===== src/rtl/regwin_ctrl.sv =====
module regwin_ctrl #(
  parameter int NWIN = 8,
  localparam int PW = $clog2(NWIN)
) (
  input  logic          clk,
  input  logic          rst_n,
  input  logic          op_valid,
  input  logic [1:0]    op_code,
  input  logic          wr_en,
  input  logic [2:0]    wr_sel,
  input  logic [PW-1:0] wr_data,
  output logic [PW-1:0] cwp,
  output logic [PW-1:0] cansave,
  output logic [PW-1:0] canrestore,
  output logic [PW-1:0] cleanwin,
  output logic [PW-1:0] otherwin,
  output logic          res_valid,
  output logic          trap_spill,
  output logic          trap_fill,
  output logic          trap_clean,
  output logic          trap_other
);

  localparam logic [1:0] OP_SAVE    = 2'd0;
  localparam logic [1:0] OP_RESTORE = 2'd1;
  localparam logic [1:0] OP_FLUSH   = 2'd2;

  function automatic logic [PW-1:0] ring_add(input logic [PW-1:0] p, input int k);
    int t;
    t = int'(p) + k;
    if (t >= NWIN) t = t - NWIN;
    return t[PW-1:0];
  endfunction

  logic          take_op;
  logic          is_save, is_rest, is_flush;
  logic          save_spill, save_clean, rest_fill, flush_spill;
  logic          other_nz;
  logic [PW-1:0] ptr_fwd1, ptr_fwd2, ptr_back1;

  assign take_op   = op_valid && !wr_en && (op_code != 2'd3);
  assign is_save   = take_op && op_code == OP_SAVE;
  assign is_rest   = take_op && op_code == OP_RESTORE;
  assign is_flush  = take_op && op_code == OP_FLUSH;

  assign save_spill  = cansave == '0;
  assign save_clean  = !save_spill && (cleanwin == canrestore);
  assign rest_fill   = canrestore == '0;
  assign flush_spill = (NWIN - 2 - int'(cansave)) != 0;
  assign other_nz    = otherwin != '0;

  assign ptr_fwd1  = ring_add(cwp, 1);
  assign ptr_fwd2  = ring_add(cwp, 2);
  assign ptr_back1 = ring_add(cwp, NWIN - 1);

  always_ff @(posedge clk) begin
    if (!rst_n) begin
      cwp        <= '0;
      cansave    <= PW'(NWIN - 2);
      canrestore <= '0;
      cleanwin   <= '0;
      otherwin   <= '0;
      res_valid  <= 1'b0;
      trap_spill <= 1'b0;
      trap_fill  <= 1'b0;
      trap_clean <= 1'b0;
      trap_other <= 1'b0;
    end else begin
      res_valid  <= take_op;
      trap_spill <= 1'b0;
      trap_fill  <= 1'b0;
      trap_clean <= 1'b0;
      trap_other <= 1'b0;
      if (wr_en) begin
        case (wr_sel)
          3'd0: if (int'(wr_data) < NWIN) cwp <= wr_data;
          3'd1: cansave    <= wr_data;
          3'd2: canrestore <= wr_data;
          3'd3: cleanwin   <= wr_data;
          3'd4: otherwin   <= wr_data;
          default: ;
        endcase
      end else if (is_save) begin
        if (save_spill) begin
          cwp        <= ptr_fwd2;
          trap_spill <= 1'b1;
          trap_other <= other_nz;
        end else if (save_clean) begin
          cwp        <= ptr_fwd1;
          trap_clean <= 1'b1;
        end else begin
          cwp        <= ptr_fwd1;
          cansave    <= cansave - 1'b1;
          canrestore <= canrestore + 1'b1;
        end
      end else if (is_rest) begin
        cwp <= ptr_back1;
        if (rest_fill) begin
          trap_fill  <= 1'b1;
          trap_other <= other_nz;
        end else begin
          cansave    <= cansave + 1'b1;
          canrestore <= canrestore - 1'b1;
        end
      end else if (is_flush) begin
        if (flush_spill) begin
          trap_spill <= 1'b1;
          trap_other <= other_nz;
        end
      end
    end
  end

  AST_ONE_TRAP: assert property (@(posedge clk) disable iff (!rst_n)
    $onehot0({trap_spill, trap_fill, trap_clean}));
  AST_TRAP_NEEDS_VALID: assert property (@(posedge clk) disable iff (!rst_n)
    (trap_spill || trap_fill || trap_clean) |-> res_valid);
  AST_OTHER_SPILL_FILL: assert property (@(posedge clk) disable iff (!rst_n)
    trap_other |-> (trap_spill || trap_fill));
  AST_RESTORE_BACK: assert property (@(posedge clk) disable iff (!rst_n)
    (op_valid && !wr_en && op_code == OP_RESTORE) |=> (cwp == ring_add($past(cwp), NWIN - 1)));
  AST_FILL_WHEN_EMPTY: assert property (@(posedge clk) disable iff (!rst_n)
    (op_valid && !wr_en && op_code == OP_RESTORE && canrestore == '0) |=> trap_fill);
  AST_WRITE_DROPS_OP: assert property (@(posedge clk) disable iff (!rst_n)
    wr_en |=> !res_valid);
  AST_PTR_RANGE: assert property (@(posedge clk) disable iff (!rst_n)
    int'(cwp) < NWIN);
  AST_FLUSH_HOLDS_PTR: assert property (@(posedge clk) disable iff (!rst_n)
    (op_valid && !wr_en && op_code == OP_FLUSH) |=> $stable(cwp));

endmodule


===== config.mk =====
export PLATFORM = sky130hd
export DESIGN_NAME = regwin_ctrl
export DESIGN_NICKNAME = d
export VERILOG_FILES = /design/src/rtl/regwin_ctrl.sv
export SDC_FILE = /design/constraint.sdc
export NUM_CORES = 1
export LEC_CHECK = 0
export BUFFER_PORTS_ARGS = -buffer_cell sky130_fd_sc_hd__buf_2
export CAP_MARGIN = 25
export CORE_MARGIN = 1.5
export CORE_UTILIZATION = 56
export DETAILED_ROUTE_END_ITERATION = 8
export GPL_TIMING_DRIVEN = 0
export PLACE_DENSITY = 0.91
export SYNTH_ARGS = -nofsm -noshare
export SYNTH_HDL_FRONTEND = slang
export SYNTH_SLANG_ARGS = --single-unit

===== constraint.sdc =====
create_clock -name clk -period 2.9 [get_ports clk]
set_input_delay 0.435 -clock clk [delete_from_list [all_inputs] [get_ports clk]]
set_output_delay 0.435 -clock clk [all_outputs]
set_load 0.02 [all_outputs]

==> key figures, run 1 <==
Status
  – Outcome: completed

STA
  – Final hold vios: 0
  – Layout Skew: roughly 0.0019 ns
  – Tightest Pin Transition: 0.745 ns
  – Max-slew headroom: 0.502
  – Max Clk Rate: 476 MHz
  – RSZ-0062 raised after global routing: no
  – Final Max Tran Viols: 0
  – Min cycle time layout: between 2 and 2.5 ns
  – Final number of setup-violating endpoints: 0
  – Setup_tns: 0 ns
  – Fin worst setup slack: roughly 0.8 ns
  – Period Utilization, post-route: 0.725

Clock network
  – Clock Sinks: 20
  – Postcts setup bufs: 0
  – CTS tree: done
  – Clock network latency to the later pin of the worst-skew pair: ~0.3 ns
  – Longest Clk Path Bufs: 2
  – Root Buffer: clkbuf_4
  – Cts bufs inserted: 3
  – Hold buffers post-CTS: 0
  – CTS H-tree lvls: 1
  – PostCTS Resize Cnt: 0
  – Clk slew on worst S/H paths: 0.11 ns

Logic synthesis
  – Seq/Total Area, Yosys: 0.321
  – Top cell type's share of synthesized area: 0.321
  – Seq cells post-synth: 20
  – Most frequent cells after synthesis: dfxtp_1 (20), nand2_1 (11), nor2_1 (11)
  – Asr flop ratio synth: 0
  – Cell with the most instances after synthesis: dfxtp_1
  – Syn nets: 154
  – Top FF cell, synth: dfxtp_1
  – Synth warnings: 0
  – Mapped Area: around 1200 µm²
  – Syn Area/Cell: about 9.0 µm²
  – Post-Syn Instances: 138
  – Largest area contributor in the netlist: dfxtp_1
  – Post-synth EDFFs: 0
  – Top cells by area, synth: dfxtp_1 (32%), mux2i_1 (8.0%), xnor2_1 (3.5%), nand2_1 (3.3%), nor2_1 (3.3%)
  – Yosys cell types: 49

Floorplanning
  – Initial Util: 0.616
  – Core area: slightly above 2000 µm²
  – Top Ports: 32
  – Die width: 50.2 µm
  – Num rows: 16
  – Die Height: ~50 µm
  – Die ar.: 2520 µm²

Hold path
  – Hold crit path type: input port to flop
  – Worst Hold Depth: 2
  – Hold Startpoint: op_code[1]
  – Hold Path End: res_valid$_SDFF_PN0_

Critical path
  – Worst EP required: roughly 3.1 ns
  – CP Capture Type: flop
  – Worst path bufs/invs: 3
  – Startpoint Class: input port
  – Critical Path Fanout Max: 11
  – CP arrival: approximately 2.3 ns
  – Critical path, cell by cell: buf_2 > nor4b_4 > inv_2 > buf_6 > fa_1 > xnor2_1 > xnor2_1 > o21ai_0 > o211ai_1
  – Largest stage delay on the critical path: between 0.5 and 0.6 ns
  – CP max stage cell: nor4b_4
  – R2R Setup Slk: between 1 and 1.5 ns
  – Delay-heaviest family, CP: simple AND/OR/NAND/NOR gates
  – Reg-to-reg endpoint: canrestore[0]$_SDFFE_PN0P_
  – RR Startpoint: canrestore[2]$_SDFFE_PN0P_
  – CP most frequent cell: xnor2_1
  – Worst Reg-to-Reg Cells: 5
  – WS Path Type: input port to flop

Cells and area
  – Net count, final: ~190
  – Share of cells above drive strength 1: 0.251
  – Synth-to-layout area growth: 16.6%
  – Antenna fix cells: 0

Power and ir drop
  – P_int: between 0.3 and 0.4 mW
  – Pleak: roughly 0.64 nW
  – Clk network pwr share: 0.228
  – Sw power: about 0.19 mW
  – Max VDD drop: 0.300 mV
  – Comb power frac: 0.264
  – Sw frac: 0.323
  – Tot Pwr: between 0.5 and 0.6 mW
  – Pwr/cell area: about 410 nW/µm²
  – Register share of total power: 0.509

Place
  – I/O Buffers: 30
  – Gpl congestion: between 0.8 and 0.9
  – DP Wirelength: between 2000 and 2500 µm
  – Post-Place Worst Slack: between 0.5 and 0.6 ns

Global routing
  – First-pass GRT wire length: 5380 µm
  – Largest net degree at the start of global routing: 12
  – Number of antenna violations at the first check in global routing: 0
  – GRT overflow: 0
  – Number of global-route vias before repair: 1145
  – Global Route Usage Sum: 0.286

Route
  – Wire per inst: 16.5 µm
  – Drt drc: 0
  – Routed Antenna Nets: 0
  – Final WL: ~3300 µm
  – DR vias: about 1200
  – Drt first pass iters: 6
  – Vias per cell: 6.28
  – Initial DRC count: 61

Flow run
  – Max-cap violations: 0
how the worst max path moves through the flow:
stage	start	to	slack, ns	cells after the start
final	wr_en	cansave[2]$_SDFFE_PN1P_	0.80	9
after global routing	wr_en	cansave[2]$_SDFFE_PN1P_	0.73	9
after CTS	wr_en	cansave[2]$_SDFFE_PN1P_	0.84	9
after detailed placement	wr_en	cansave[2]$_SDFFE_PN1P_	0.51	9
after global placement	wr_en	cansave[2]$_SDFFE_PN1P_	0.57	9
after floorplan	op_code[1]	cansave[2]$_SDFFE_PN1P_	0.77	9
layout by cell type (no fill, tap or decap), types with 2 or more instances in the layout:
cell type,Yosys,routed
a211oi_1,2,2
a21oi_1,6,6
buf_2,0,30
buf_6,2,2
clkbuf_1,5,5
clkbuf_4,0,3
dfxtp_1,20,20
fa_1,2,2
ha_1,2,2
inv_1,6,6
mux2_2,2,2
mux2i_1,10,10
nand2_1,11,11
nand3_1,3,3
nor2_1,11,11
nor3_1,7,7
nor3b_1,2,2
nor4b_1,2,2
o211ai_1,3,3
o21a_1,2,2
o21ai_0,2,2
o31ai_1,3,3
or3_1,2,2
xnor2_1,5,5
xor2_1,2,2
power by group through the flow:
| stage | Combinational, mW | Sequential [mW] | Clock, mW |
|---|---|---|---|
| finish | 0.155 | 0.300 | 0.134 |
| global route | 0.168 | 0.302 | 0.144 |
| CTS | 0.154 | 0.300 | 0.132 |
| detailed placement | 0.152 | 0.306 | 0 |
| global placement | 0.144 | 0.305 | 0 |
| floorplan | 0.0925 | 0.318 | 0 |
worst register-to-register path, cell delays in order, from the launching register on:
cell	delay, ns
dfxtp_1	0.34
clkbuf_1	0.28
xor2_1	0.16
or4b_1	0.60
o2111a_1	0.19
o31ai_2	0.20
registers in the layout, indices dropped and copies added, names as in the netlist:
signal,cells
res_valid,1
trap_clean,1
trap_other,1
trap_spill,1
cansave,3
trap_fill,1
cleanwin,3
canrestore,3
otherwin,3
cwp,3
metrics by stage:
stage | instance area (µm²) | hold slack (ns) | cells | util
3_3_place_gp | 1430 | 0.460 | 195 | 0.707
3_5_place_dp | 1430 | 0.473 | 195 | 0.707
6_report | 1450 | 0.341 | 198 | 0.718
4_1_cts | 1450 | 0.346 | 198 | 0.718
2_1_floorplan | 1250 | 0.512 | 138 | -
5_1_grt | 1450 | 0.347 | 198 | 0.718
per-layer routing:
layer | wire length (µm) | vias up | track usage
li1 | - | 578 | -
met1 | 1330 | 581 | 0.336
met2 | 1610 | 71 | 0.498
met3 | 242 | 14 | 0.0685
met4 | 76 | 0 | 0.106
met5 | 0 | - | 0
cell families after synthesis:
| logic type | synth area share |
|---|---|
| AND/OR/NAND/NOR | 0.224 |
| XOR/XNOR | 0.0492 |
| flip-flops | 0.321 |
| multiplexers | 0.110 |
| buffers and inverters | 0.0572 |
| adder cells (fa/ha/maj) | 0.0522 |
| AO/OA/AOI/OAI | 0.186 |
final cells by class:
type / instances / area (µm²)
Buffer: 7 / 41.3
Sequential cell: 20 / 400
Tap cell: 27 / 33.8
Timing Repair Buffer: 30 / 150
Inverter: 8 / 30.0
Multi-Input combinational cell: 103 / 774
Fill cell: 163 / 569
Clock buffer: 3 / 22.5
Note: power is estimated with default switching activity, not from simulation.
==> run 2: changes to the inputs <==
ABC_AREA = 1   (was unset)
CORE_ASPECT_RATIO = 2   (was unset)
CORE_UTILIZATION = 47   (was 56)
PLACE_DENSITY = 0.81   (was 0.91)
clock period = 1.7 ns   (was 2.9 ns; I/O delays follow)
==> run 2 against run 1 <==
Hold slack got worse by 0.10 ns; clock power increased to 3.6 times the previous value; highest routed layer unchanged; critical path depth decreased by 2; synthesized area increased by 5.4%; flip-flop and latch count unchanged; design area increased by 9.0%; sequential power increased by 79%; clock-buffer cell count unchanged; critical path type is now flop to flop.
==> key figures, run 2 <==
Power and ir drop
  – Tot Pwr: 1.39 mW (+140%)
  – Sw power: 0.443 mW (+130%)
  – Comb power frac: 0.269 (+0.005)
  – Max VDD drop: 0.465 mV (+55%)
  – Register share of total power: 0.385 (-0.124)
  – Pleak: 0.846 nW (+32%)
  – P_int: 0.950 mW (+140%)
  – Clk network pwr share: 0.346 (+0.118)
  – Sw frac: 0.318 (-0.00491)
  – Pwr/cell area: 879 nW/µm² (+120%)

Place
  – DP Wirelength: 2510 µm (+0.80%)
  – Post-Place Worst Slack: -0.103 ns (-0.616 ns)
  – Gpl congestion: 0.955 (+8.7%)
  – Cells after DPL: 262 (+34%)
  – I/O Buffers: 31 (+3.3%)
  – Placed instance area: 1510 µm² (+5.2%)

Critical path
  – CP most frequent cell: nand2_1
  – RR Startpoint: cansave[1]$_SDFFE_PN1P_
  – Reg-to-reg endpoint: cansave[2]$_SDFFE_PN1P_
  – Critical Path Fanout Max: 5 (-6)
  – Worst EP required: 1.85 ns (-1.29 ns)
  – Critical path, cell by cell: inv_1 > fa_1 > xor2_2 > o21ai_0 > nand2_1 > nand2_1 > nand3_1
  – CP Capture Type: flop
  – CP max stage cell: fa_1
  – Largest stage delay on the critical path: 0.43 ns (-0.08 ns)
  – R2R Setup Slk: 0.11 ns (-0.93 ns)
  – CP arrival: 1.73 ns (-0.61 ns)
  – WS Path Type: flop to flop
  – Worst Reg-to-Reg Cells: 7 (+2)
  – Startpoint Class: flop

STA
  – Max Clk Rate: between 600 and 700 MHz
  – Period Utilization, post-route: 0.934
  – Setup_tns: 0 ns (unchanged)
  – Layout Skew: 0.00121 ns (-0.000711 ns)
  – Final number of setup-violating endpoints: 0 (unchanged)
  – Final Max Tran Viols: 0 (unchanged)
  – Hold slack: 0.241 ns (-0.100 ns)
  – Fin worst setup slack: 0.111 ns (-0.687 ns)
  – RSZ-0062 raised after global routing: no
  – Tightest Pin Transition: 0.285 ns (-0.460 ns)
  – Final hold vios: 0 (unchanged)
  – Max-slew headroom: 0.808 (+0.306)
  – Min cycle time layout: 1.59 ns

Logic synthesis
  – Post-synth EDFFs: 0 (unchanged)
  – Yosys cell types: 25 (-49%)
  – Top FF cell, synth: dfxtp_1
  – Post-Syn Instances: 202 (+46%)
  – Mapped Area: 1310 µm² (+5.4%)
  – Synth warnings: 0 (unchanged)
  – Top cells by area, synth: dfxtp_1 (30%), nand2_1 (14%), inv_1 (8.6%), nor2_1 (6.3%), a21oi_1 (5.7%)
  – Asr flop ratio synth: 0 (unchanged)
  – Seq/Total Area, Yosys: 0.305 (-0.0165)
  – Top cell type's share of synthesized area: 0.305 (-0.0165)
  – Cell with the most instances after synthesis: nand2_1
  – Seq cells post-synth: 20 (unchanged)
  – Syn nets: 218 (+42%)
  – Syn Area/Cell: 6.50 µm² (-28%)
  – Most frequent cells after synthesis: nand2_1 (49), inv_1 (30), nor2_1 (22)
  – Largest area contributor in the netlist: dfxtp_1

Global routing
  – Met3 Usage GRT: 0.0257 (-0.0427)
  – Global Route Usage Sum: 0.246 (-0.0394)
  – Number of antenna violations at the first check in global routing: 0 (unchanged)
  – Met1 usage: 0.263 (-0.0738)
  – GR Layer Usage met2: 0.417 (-0.0803)
  – GRT Max-Usage Layer: met2
  – Number of global-route vias before repair: 1353 (+18%)
  – Largest net degree at the start of global routing: 13 (+1)
  – First-pass GRT wire length: 5590 µm (+3.8%)
  – GRT overflow: 0 (unchanged)

Route
  – Wire per inst: 12.2 µm (-26%)
  – Drt drc: 0 (unchanged)
  – Vias per cell: 5.20 (-17%)
  – Initial DRC count: 58 (-4.9%)
  – Drt first pass iters: 4 (-2)
  – Final WL: 3240 µm (-0.43%)
  – DR vias: 1383 (+11%)
  – Routed Antenna Nets: 0 (unchanged)

Clock network
  – Clk slew on worst S/H paths: 0.08 ns (-0.03 ns)
  – Hold buffers post-CTS: 0 (unchanged)
  – CTS H-tree lvls: 1 (unchanged)
  – Clock Sinks: 20 (unchanged)
  – Longest Clk Path Bufs: 2 (unchanged)
  – Cts bufs inserted: 3 (unchanged)
  – CTS tree: done
  – Clock network latency to the later pin of the worst-skew pair: 0.26 ns (-0.04 ns)
  – Root Buffer: clkbuf_8

Floorplanning
  – Die ar.: 3140 µm² (+25%)
  – Initial Util: 0.486 (-0.130)
  – Die width: 40.4 µm (-20%)
  – Core area: 2700 µm² (+34%)
  – Top Ports: 32 (unchanged)
  – Num rows: 27 (+11)
  – Die Height: 77.8 µm (+55%)

Hold path
  – Hold crit path type: input port to flop
  – Hold Path End: res_valid$_SDFF_PN0_
  – Hold Startpoint: op_valid
  – Worst Hold Depth: 3 (+1)

Cells and area
  – Final Util: 0.586 (-0.132)
  – Area of the multi-input gates: 767 µm² (-0.97%)
  – Highest-count cells in the layout ignoring fill and taps: nand2_1 (49), buf_2 (32), inv_1 (30)
  – Most common cell after layout, fill and taps aside: nand2_1
  – Fillers: 290 (+78%)
  – Synth-to-layout area growth: 20.6%
  – Final std cells w/o fill: 266 (+34%)
  – Share of cells above drive strength 1: 0.253 (+0.00170)
  – Fin area: 1580 µm² (+9.0%)
  – Storage cell area: 400 µm² (unchanged)
  – Net count, final: 254 (+34%)
  – Antenna fix cells: 0 (unchanged)

Flow run
  – Max-cap violations: 0 (unchanged)

Status
  – Outcome: completed
-- run 2: per-layer routing --
| metal | vias to the layer above | wire length, µm |
|---|---|---|
| li1 | 698 | - |
| met1 | 615 | 1160 |
| met3 | 19 | 105 |
| met2 | 51 | 1780 |
| met4 | 0 | 204 |
| met5 | - | 0 |
-- run 2: cells by family after synthesis --
| logic type | count (synthesis) | synth area share |
|---|---|---|
| flops | 20 | 0.305 |
| xor+xnor | 4 | 0.0267 |
| fa+ha+maj | 4 | 0.0495 |
| compound gates | 30 | 0.114 |
| buf+inv | 36 | 0.117 |
| simple gates | 108 | 0.388 |
-- run 2: worst max-delay path by stage --
| stage | slack, ns | depth (start not counted) | to | start |
|---|---|---|---|---|
| floorplan | 0.12 | 7 | cansave[2]$_SDFFE_PN1P_ | cansave[0]$_SDFFE_PN0P_ |
| global placement | -0.07 | 14 | canrestore[2]$_SDFFE_PN0P_ | wr_en |
| detailed placement | -0.10 | 14 | canrestore[2]$_SDFFE_PN0P_ | wr_en |
| CTS | 0.15 | 11 | canrestore[2]$_SDFFE_PN0P_ | canrestore[0]$_SDFFE_PN0P_ |
| global route | 0.005 | 11 | canrestore[2]$_SDFFE_PN0P_ | canrestore[0]$_SDFFE_PN0P_ |
| finish | 0.11 | 7 | cansave[2]$_SDFFE_PN1P_ | cansave[1]$_SDFFE_PN1P_ |
-- run 2: layout make-up --
cell class | count | area share
Sequential cell | 20 | 0.253
Multi-Input combinational cell | 146 | 0.484
Clock inverter | 1 | 0.0190
Timing Repair Buffer | 31 | 0.0979
Inverter | 33 | 0.0782
Clock buffer | 3 | 0.0261
Buffer | 3 | 0.0190
Tap cell | 29 | 0.0229
-- run 2: timing repair --
| action | 4_1_cts | 5_1_grt |
|---|---|---|
| endpoints found under the setup margin | 0 | 1 |
| gates resized for setup | 0 | 1 |
| buffers inserted | 0 | 0 |
-- run 2: critical path: cells and delay by family (launching register included) --
| kind | cells | cell delay, ns |
|---|---|---|
| compound gates | 1 | 0.16 |
| xor+xnor | 1 | 0.17 |
| fa+ha+maj | 1 | 0.43 |
| buf+inv | 1 | 0.10 |
| flops | 1 | 0.42 |
| simple gates | 3 | 0.19 |
-- run 2: power by group through the flow --
stage,combinational (mW),sequential [mW],clock (mW)
2_1_floorplan,0.230,0.578,0
3_3_place_gp,0.359,0.546,0
3_5_place_dp,0.365,0.547,0
4_1_cts,0.369,0.536,0.483
5_1_grt,0.425,0.543,0.502
6_report,0.375,0.536,0.481
==> run 3: changes to the inputs <==
ABC_CLOCK_PERIOD_IN_PS = 1700   (was unset)
CELL_PAD_IN_SITES_DETAIL_PLACEMENT = 1   (was unset)
CELL_PAD_IN_SITES_GLOBAL_PLACEMENT = 2   (was unset)
CORE_UTILIZATION = 25   (was 47)
PLACE_DENSITY = 0.82   (was 0.81)
==> run 3 against run 2 <==
Power decreased by 7.3%; maximum frequency rose by 6.5%; critical endpoint is now canrestore[2]$_SDFFE_PN0P_; sequential share of layout area hardly changed; critical path type is now input port to flop; sequential power grew 0.9%.
==> key figures, run 3 (synthesis gave the netlist of run 2 again) <==
Clock network
  – CTS H-tree lvls: 1 (unchanged)
  – Hold buffers post-CTS: 0 (unchanged)
  – CTS tree: done
  – Clock network latency to the later pin of the worst-skew pair: 0.26 ns (about the same)
  – Cts bufs inserted: 3 (unchanged)
  – Clock Sinks: 20 (unchanged)
  – Clk slew on worst S/H paths: 0.08 ns (about the same)
  – Root Buffer: clkbuf_8
  – Longest Clk Path Bufs: 2 (unchanged)

Global routing
  – Global Route Usage Sum: 0.159 (-0.0871)
  – GRT overflow: 0 (unchanged)
  – GRT Max-Usage Layer: met2
  – Largest net degree at the start of global routing: 12 (-1)
  – GR Layer Usage met2: 0.293 (-0.125)
  – Met1 usage: 0.170 (-0.0931)
  – First-pass GRT wire length: 6650 µm (+19%)
  – Number of antenna violations at the first check in global routing: 0 (unchanged)
  – Number of global-route vias before repair: 1440 (+6.4%)
  – Met3 Usage GRT: 0.00850 (-0.0172)

Power and ir drop
  – Pleak: 0.836 nW (-1.1%)
  – Max VDD drop: 0.499 mV (+7.3%)
  – Pwr/cell area: 805 nW/µm² (-8.4%)

Place
  – Cells after DPL: 291 (+11%)
  – Gpl congestion: 0.797 (-17%)
  – Post-Place Worst Slack: -0.157 ns (-0.0535 ns)
  – Placed instance area: 1540 µm² (+2.4%)
  – I/O Buffers: 31 (unchanged)
  – DP Wirelength: 3270 µm (+31%)

Critical path
  – RR Startpoint: canrestore[0]$_SDFFE_PN0P_
  – Reg-to-reg endpoint: canrestore[2]$_SDFFE_PN0P_
  – R2R Setup Slk: 0.23 ns (+0.12 ns)
  – CP Capture Type: flop
  – Worst Reg-to-Reg Cells: 11 (+4)
  – Worst EP required: 1.87 ns (+0.02 ns)
  – Critical Path Start: op_code[1]
  – CP most frequent cell: nand2_1
  – Critical path, cell by cell: buf_2 > nor2_2 > nand2_4 > fa_2 > inv_1 > nand2_1 > nand2_1 > nand2_1 > nand3_1 > nand2_1 > inv_1 > nand3_1 > nand2_1 > nor2_1
  – Critical Path Fanout Max: 10 (+5)
  – Startpoint Class: input port
  – CP arrival: 1.66 ns (-0.07 ns)
  – Delay-heaviest family, CP: simple AND/OR/NAND/NOR gates
  – Largest stage delay on the critical path: 0.38 ns (-0.05 ns)
  – WS Path Type: input port to flop
  – Worst path bufs/invs: 3 (+2)
  – CP max stage cell: fa_2

STA
  – Max-slew headroom: 0.761 (-0.0472)
  – Layout Skew: 0.00797 ns (+0.00676 ns)
  – Period Utilization, post-route: 0.878 (-0.0567)
  – Max Clk Rate: 670 MHz (+6.5%)
  – Final hold vios: 0 (unchanged)
  – Fin worst setup slack: 0.208 ns (+0.0963 ns)
  – Final number of setup-violating endpoints: 0 (unchanged)
  – Final Max Tran Viols: 0 (unchanged)
  – RSZ-0062 raised after global routing: no
  – Min cycle time layout: 1.49 ns (-0.0963 ns)
  – Tightest Pin Transition: 0.356 ns (+0.0711 ns)

Cells and area
  – Storage cell area: 405 µm² (+1.3%)
  – Synth-to-layout area growth: 22.1%
  – Net count, final: 254 (unchanged)
  – Final std cells w/o fill: 295 (+11%)
  – Area of the multi-input gates: 762 µm² (-0.65%)
  – Fillers: 689 (+140%)
  – Fin area: 1600 µm² (+1.3%)
  – Most common cell after layout, fill and taps aside: nand2_1
  – Antenna fix cells: 0 (unchanged)
  – Highest-count cells in the layout ignoring fill and taps: nand2_1 (49), buf_2 (32), inv_1 (29)
  – Share of cells above drive strength 1: 0.274 (+0.0211)

Route
  – Wire per inst: 13.3 µm (+9.2%)
  – DR vias: 1404 (+1.5%)
  – Final WL: 3930 µm (+21%)
  – Initial DRC count: 21 (-64%)
  – Drt drc: 0 (unchanged)
  – Routed Antenna Nets: 0 (unchanged)
  – Vias per cell: 4.76 (-8.5%)
  – Drt first pass iters: 4 (unchanged)

Floorplanning
  – Die width: 54.3 µm (+34%)
  – Top Ports: 32 (unchanged)
  – Die Height: 106 µm (+36%)
  – Num rows: 37 (+37%)
  – Core area: 5090 µm² (+88%)
  – Die ar.: 5730 µm² (+82%)
  – Initial Util: 0.258 (-0.228)

Hold path
  – Hold crit path type: input port to flop
  – Hold Startpoint: op_valid
  – Hold Path End: res_valid$_SDFF_PN0_
  – Worst Hold Depth: 3 (unchanged)

Flow run
  – Max-cap violations: 0 (unchanged)

Status
  – Outcome: completed
## run 3: cell types whose count changed in the layout (fill, tap and decap cells not counted), sizes merged
cell | previous run | this run
bufinv | 1 | 0
clkbuf | 4 | 5
## run 3: per-stage QoR
stage,utilization,hold WS [ns],TNS [ns],power [mW]
2_1_floorplan,-,0.373,0,0.807
3_3_place_gp,0.303,0.473,-0.137,0.923
3_5_place_dp,0.303,0.489,-0.181,0.929
4_1_cts,0.314,0.244,0,1.31
5_1_grt,0.315,0.245,0,1.39
6_report,0.315,0.244,0,1.29
## run 3: worst register-to-register path: stages (launching register included)
cell     delay (ns)
dfxtp_2        0.37
fa_2           0.41
inv_1          0.08
nand2_1        0.05
nand2_1        0.07
nand2_1        0.05
nand3_1        0.08
nand2_1        0.05
inv_1          0.04
nand3_1        0.06
nand2_1        0.07
nor2_1         0.04
## run 3: worst max-delay path by stage
stage | to | depth (start not counted)
2_1_floorplan | cansave[2]$_SDFFE_PN1P_ | 7
3_5_place_dp | canrestore[2]$_SDFFE_PN0P_ | 14
6_report | canrestore[2]$_SDFFE_PN0P_ | 14
4_1_cts | canrestore[2]$_SDFFE_PN0P_ | 11
5_1_grt | cansave[2]$_SDFFE_PN1P_ | 8
3_3_place_gp | canrestore[2]$_SDFFE_PN0P_ | 14
## run 3: final cells by class
type | instances | share of cell area
multi-input combinational | 146 | 0.475
sequential | 20 | 0.253
timing repair buffer | 31 | 0.0967
inverter | 33 | 0.0772
tap | 58 | 0.0452
clock buffer | 4 | 0.0343
buffer | 3 | 0.0187
## run 3: power by group
part           internal [mW]  total (mW)  switching (mW)  leakage [nW]
clock network          0.206       0.375           0.168        0.0288
logic                  0.136       0.376           0.239         0.643
registers              0.500       0.541          0.0409         0.164
total                  0.843        1.29           0.449         0.836
## run 3: per-layer routing
layer	up-vias	share of wire
met5	-	0
met4	0	0.025
met3	6	0.016
met2	25	0.58
met1	676	0.38
li1	697	-
## run 3: repair_timing
action                                 4_1_cts  5_1_grt
setup endpoints to repair                    0        2
gates resized for setup                      0        6
endpoints found under the hold margin        0        0
buffers inserted                             0        0
